[src/rtl/acq_seq_pkg.sv]
package acq_seq_pkg;
  typedef enum logic [1:0] {
    SEQ_IDLE  = 2'd0,
    SEQ_TRACK = 2'd1,
    SEQ_CONV  = 2'd2
  } seq_state_e;
endpackage

[src/rtl/acq_down_timer.sv]
// Loadable down-counter; zero marks the final cycle of an interval.
module acq_down_timer #(
  parameter int W = 4
) (
  input  logic         clk,
  input  logic         rst_n,
  input  logic         load,
  input  logic [W-1:0] load_val,
  input  logic         en,
  output logic         zero
);
  logic [W-1:0] cnt_q, cnt_d;
  logic         cnt_en;

  assign cnt_en = load | (en & (cnt_q != '0));

  always_comb begin
    cnt_d = cnt_q;
    if (load)             cnt_d = load_val;
    else if (cnt_q != '0) cnt_d = cnt_q - 1'b1;
  end

  always_ff @(posedge clk or negedge rst_n) begin
    if (!rst_n)      cnt_q <= '0;
    else if (cnt_en) cnt_q <= cnt_d;
  end

  assign zero = (cnt_q == '0);
endmodule

[src/rtl/acq_chan_step.sv]
// Next channel in a sweep with wrap, and last-channel flag.
module acq_chan_step #(
  parameter int NUM_CH = 4,
  parameter int CH_W   = 2
) (
  input  logic [CH_W-1:0] chan,
  output logic [CH_W-1:0] chan_next,
  output logic            chan_last
);
  assign chan_last = (chan == CH_W'(NUM_CH - 1));
  assign chan_next = chan_last ? '0 : chan + 1'b1;
endmodule

[src/rtl/acq_sequencer.sv]
module acq_sequencer #(
  parameter int NUM_CH       = 4,
  parameter int DATA_W       = 12,
  parameter int ACQ_CYCLES   = 5,
  parameter int CONV_TIMEOUT = 20,
  localparam int CH_W = (NUM_CH > 1) ? $clog2(NUM_CH) : 1
) (
  input  logic              clk,
  input  logic              rst_n,
  input  logic              start,
  input  logic              mode,
  input  logic              continuous,
  input  logic              adc_done,
  input  logic [DATA_W-1:0] adc_data,
  output logic              busy,
  output logic [CH_W-1:0]   mux_sel,
  output logic [NUM_CH-1:0] sh_hold,
  output logic              adc_start,
  output logic              result_valid,
  output logic [CH_W-1:0]   result_chan,
  output logic [DATA_W-1:0] result_data,
  output logic              timeout_err
);
  import acq_seq_pkg::*;

  localparam int ACQ_W = $clog2(ACQ_CYCLES + 1);
  localparam int TO_W  = $clog2(CONV_TIMEOUT + 1);

  seq_state_e        state_q, state_d;
  logic [CH_W-1:0]   chan_q, chan_d;
  logic              simul_q, simul_d;
  logic              launch_q, launch_d;
  logic              rv_q, rv_d;
  logic [CH_W-1:0]   rchan_q, rchan_d;
  logic [DATA_W-1:0] rdata_q, rdata_d;
  logic              err_q, err_d;
  logic              acq_load, acq_zero, to_load, to_zero;
  logic [CH_W-1:0]   chan_next;
  logic              chan_last;
  logic              in_track, in_conv;
  logic              ctx_en;

  assign in_track = (state_q == SEQ_TRACK);
  assign in_conv  = (state_q == SEQ_CONV);

  acq_chan_step #(.NUM_CH(NUM_CH), .CH_W(CH_W)) u_step (
    .chan(chan_q), .chan_next(chan_next), .chan_last(chan_last)
  );

  acq_down_timer #(.W(ACQ_W)) u_acq_tmr (
    .clk(clk), .rst_n(rst_n), .load(acq_load),
    .load_val(ACQ_W'(ACQ_CYCLES - 1)), .en(in_track), .zero(acq_zero)
  );

  acq_down_timer #(.W(TO_W)) u_conv_wdog (
    .clk(clk), .rst_n(rst_n), .load(to_load),
    .load_val(TO_W'(CONV_TIMEOUT - 1)), .en(in_conv), .zero(to_zero)
  );

  // next-state logic
  always_comb begin
    state_d  = state_q;
    chan_d   = chan_q;
    simul_d  = simul_q;
    launch_d = 1'b0;
    rv_d     = 1'b0;
    rchan_d  = rchan_q;
    rdata_d  = rdata_q;
    err_d    = err_q;
    acq_load = 1'b0;
    to_load  = 1'b0;
    unique case (state_q)
      SEQ_IDLE: begin
        if (start) begin
          state_d  = SEQ_TRACK;
          chan_d   = '0;
          simul_d  = mode;
          err_d    = 1'b0;
          acq_load = 1'b1;
        end
      end
      SEQ_TRACK: begin
        if (acq_zero) begin
          state_d  = SEQ_CONV;
          launch_d = 1'b1;
          to_load  = 1'b1;
        end
      end
      SEQ_CONV: begin
        if (adc_done) begin
          rv_d    = 1'b1;
          rchan_d = chan_q;
          rdata_d = adc_data;
          chan_d  = chan_next;
          if (chan_last) begin
            if (continuous) begin
              state_d  = SEQ_TRACK;
              acq_load = 1'b1;
            end else begin
              state_d = SEQ_IDLE;
            end
          end else if (simul_q) begin
            launch_d = 1'b1;
            to_load  = 1'b1;
          end else begin
            state_d  = SEQ_TRACK;
            acq_load = 1'b1;
          end
        end else if (to_zero) begin
          state_d = SEQ_IDLE;
          chan_d  = '0;
          err_d   = 1'b1;
        end
      end
      default: state_d = SEQ_IDLE;
    endcase
  end

  assign ctx_en = (state_q != state_d) || (chan_q != chan_d) || (simul_q != simul_d);

  // registers
  always_ff @(posedge clk or negedge rst_n) begin
    if (!rst_n) begin
      state_q <= SEQ_IDLE;
      chan_q  <= '0;
      simul_q <= 1'b0;
    end else if (ctx_en) begin
      state_q <= state_d;
      chan_q  <= chan_d;
      simul_q <= simul_d;
    end
  end

  always_ff @(posedge clk or negedge rst_n) begin
    if (!rst_n) begin
      launch_q <= 1'b0;
      rv_q     <= 1'b0;
      err_q    <= 1'b0;
    end else begin
      launch_q <= launch_d;
      rv_q     <= rv_d;
      err_q    <= err_d;
    end
  end

  always_ff @(posedge clk or negedge rst_n) begin
    if (!rst_n) begin
      rchan_q <= '0;
      rdata_q <= '0;
    end else if (rv_d) begin
      rchan_q <= rchan_d;
      rdata_q <= rdata_d;
    end
  end

  // outputs
  assign busy         = (state_q != SEQ_IDLE);
  assign sh_hold      = {NUM_CH{in_conv}};
  assign mux_sel      = (in_conv && !simul_q) ? chan_next : chan_q;
  assign adc_start    = launch_q;
  assign result_valid = rv_q;
  assign result_chan  = rchan_q;
  assign result_data  = rdata_q;
  assign timeout_err  = err_q;
endmodule

[config.mk]
export PLATFORM = sky130hd
export DESIGN_NAME = acq_sequencer
export DESIGN_NICKNAME = d
export VERILOG_FILES = /design/src/rtl/acq_seq_pkg.sv /design/src/rtl/acq_down_timer.sv /design/src/rtl/acq_chan_step.sv /design/src/rtl/acq_sequencer.sv
export SDC_FILE = /design/constraint.sdc
export NUM_CORES = 1
export LEC_CHECK = 0
export ABC_AREA = 1
export BUFFER_PORTS_ARGS = -buffer_cell sky130_fd_sc_hd__clkbuf_2
export CAP_MARGIN = 20
export CORE_MARGIN = 5
export CORE_UTILIZATION = 56
export DETAILED_ROUTE_END_ITERATION = 12
export GPL_ROUTABILITY_DRIVEN = 0
export PLACE_DENSITY_LB_ADDON = 0.08
export SYNTH_ARGS = -nofsm -noshare
export SYNTH_HDL_FRONTEND = slang
export SYNTH_SLANG_ARGS = --single-unit
[constraint.sdc]
create_clock -name clk -period 2.5 [get_ports clk]
set_clock_uncertainty 0.05 [all_clocks]
set_input_delay 0.125 -clock clk [delete_from_list [all_inputs] [get_ports clk]]
set_output_delay 0.125 -clock clk [all_outputs]
set_load 0.02 [all_outputs]
==> flow_metrics.env <==
export IMPL_report_final_slew_viol_count=0
export IMPL_crit_arrival_ns=2.04
export IMPL_finish_utilization_pct=72.9
export IMPL_finalHoldViolCount=0
export IMPL_synth_area_leaders="dfrtp_1 (48%), nand2_1 (18%), ha_1 (7.1%)"
export IMPL_yosysSeqAreaShare_pct=47.6
export IMPL_swShare_pct=43.8
export IMPL_crit_top_cell="inv_1"
export IMPL_drc=0
export IMPL_nets=279
export IMPL_post_route_period_util_pct=88.6
export IMPL_multi_input_area_um2=681
export IMPL_ys_warn_count=0
export IMPL_die_area_um2=3980
export IMPL_grt_max_degree=31
export IMPL_post_cts_buffers=0
export IMPL_cts_made_buffers=5
export IMPL_internal_power_mw=1.25
export IMPL_root_buffer="clkbuf_4"
export IMPL_max_slew_margin_rel_pct=51.0
export IMPL_path_delay_family="adder cells"
export IMPL_drtIter0Drc=81
export IMPL_fin_ws_ns=0.286
export IMPL_maxCapViolCount=0
export IMPL_syn_area_um2=1580
export IMPL_antenna_found_initial=0
export IMPL_firstDrtPassIters=4
export IMPL_cts_tree="yes"
export IMPL_finalSetupTns_ns=0
export IMPL_num_io_pins=42
export IMPL_start_util_pct=57.7
export IMPL_synthToLayoutAreaGrowth_pct=26.3
export IMPL_n_antenna_cell=0
export IMPL_powerDensity_nw_per_um2=1120
export IMPL_vias_per_cell=4.98
export IMPL_start_kind="flop"
export IMPL_die_y_um=63.1
export IMPL_syn_nets=224
export IMPL_holdBufCountCts=14
export IMPL_worst_hold_path_type="in -> reg"
export IMPL_leakagePower_nw=1.18
export IMPL_worst_path_buf_inv=3
export IMPL_status="finished, final reports clean"
export IMPL_post_cts_resized=0
export IMPL_grt_pass1_wl_um=6460
export IMPL_yosysTopAreaCellShare_pct=47.6
export IMPL_grt_pass1_vias=1493
export IMPL_synthesis_instances=197
export IMPL_hold_slack_ns=0.0911
export IMPL_cp_max_fo=11
export IMPL_dp_hpwl_um=2510
export IMPL_fp_row_count=19
export IMPL_overflow=0
export IMPL_die_x_um=63.1
export IMPL_pwr_share_comb_pct=47.2
export IMPL_pwr_share_clk_pct=16.1
export IMPL_wl_per_cell_um=12.1
export IMPL_drive_gt1_share_pct=22.1
export IMPL_cts_sinks=30
export IMPL_worstHoldStart="start"
export IMPL_tightest_slew_ns=0.734
export IMPL_yosysUniqueCellTypes=23
export IMPL_fill_cells=228
export IMPL_core_area_um2=2730
export IMPL_critPathSlowestCell="ha_1"
export IMPL_numPlacedInstances=262
export IMPL_seq_power_share_pct=36.7
export IMPL_yosysTopAreaCell="dfrtp_1"
export IMPL_grt_usage_pct=20.1
export IMPL_max_clock_path_buffers=2
export IMPL_vias=1415
export IMPL_wl_um=3440
export IMPL_synth_avg_cell_area_um2=8.00
export IMPL_path_cells="inv_1, ha_1, inv_1, nor2_1, nand3_1, o21ai_0, clkbuf_2"
export IMPL_ir_drop_v=0.000850
export IMPL_fin_total_pwr_mw=2.22
export IMPL_reg2reg_from="state_q[0]"
export IMPL_rsz0062_at_grt="false"
export IMPL_final_cells=284
export IMPL_critPathKind="reg -> out"
export IMPL_ant_nets=0
export IMPL_path_clk_slew_ns=0.10
export IMPL_power_switching_uw=972
export IMPL_dpl_cell_area_um2=1770
export IMPL_final_area_um2=1990
export IMPL_worstPathRequired_ns=2.33
export IMPL_htree_levels=2
export IMPL_period_needed_ns=2.21
export IMPL_worstSetupStartpoint="state_q[0]"
export IMPL_rrSetupSlack_ns=0.61
export IMPL_ys_ff_latch=30
export IMPL_clkLatencyLatePin_ns=0.34
export IMPL_dp_slack_ns=0.642
export IMPL_fmax_mhz=452
export IMPL_finalSetupViolCount=0
export IMPL_placement_io_buffers=41
export IMPL_slowest_delay_ns=0.45
export IMPL_layout_commonest_cell="nand2_1"
export IMPL_layout_common_cells="nand2_1 (76), clkbuf_2 (41), dfrtp_1 (30)"
export IMPL_crit_path_end_kind="primary output"
export IMPL_regArea_um2=751
-- logic make-up (layout without fill, tap and decap cells) --
family / after synthesis / in the layout / share of synthesized area (%)
buf+inv: 33 / 89 / 9.21
fa+ha+maj: 9 / 9 / 7.14
mux: 1 / 1 / 0.635
compound gates: 14 / 14 / 5.48
simple gates: 109 / 109 / 29.4
xor+xnor: 1 / 1 / 0.556
flops: 30 / 30 / 47.6
-- power groups by stage --
| stage | combinational, mW | sequential (mW) | clock (mW) |
|---|---|---|---|
| 2_1_floorplan | 0.615 | 0.947 | 0 |
| 3_3_place_gp | 1.00 | 0.817 | 0 |
| 3_5_place_dp | 1.04 | 0.824 | 0 |
| 4_1_cts | 1.06 | 0.815 | 0.372 |
| 5_1_grt | 1.21 | 0.846 | 0.403 |
| 6_report | 1.05 | 0.815 | 0.358 |
-- registers in the layout, summed over array words and instances (netlist names) --
register and cells:
result_data 12, u_acq_tmr.cnt_q 3, chan_q 2, result_valid 1, adc_start 1, u_conv_wdog.cnt_q 5
result_chan 2, state_q 2, timeout_err 1, simul_q 1
-- worst paths after layout --
check | to | cells after the start
max reg2reg | state_q[0] | 8
max in group asynchronous | u_conv_wdog.cnt_q[3] | 2
min | state_q[1] | 6
max | mux_sel[0] | 7
min reg2reg | timeout_err | 2
min in group asynchronous | chan_q[0] | 2
-- per-layer routing --
layer	vias to the layer above	global-route usage (%)	part of all wire, %
li1	717	-	-
met5	-	0	0
met3	6	6.04	6.7
met4	0	5.57	1.3
met2	44	35.6	51
met1	648	23.3	40
-- Yosys cell counts --
library cell	instances
xor2_1	1
buf_4	5
nand2_4	2
buf_2	2
o211ai_1	1
or2_2	1
nand2_1	76
nor2_1	9
nand3_1	16
o21ai_0	7
inv_1	25
nand3_2	1
inv_2	1
ha_1	9
mux2i_1	1
nor3_1	1
o22ai_1	2
nand4_1	1
nand2_2	1
o21ai_4	1
a21oi_1	3
dfrtp_1	30
nand3b_1	1
-- worst register-to-register path, stage by stage (launching register included) --
cell     delay, ns
dfrtp_1       0.41
inv_1         0.11
ha_1          0.45
nand2_4       0.22
inv_2         0.24
nand3_2       0.12
nand3_1       0.08
nand2_1       0.05
nor2_1        0.09
-- cell type report --
type,instances,area share [%]
well taps,31,1.95
repair buffers,55,17.3
flip-flops and latches,30,37.7
clock buffers,8,3.96
inverters,26,4.90
multi-input cells,134,34.2
(Power assumes the default switching activity.)
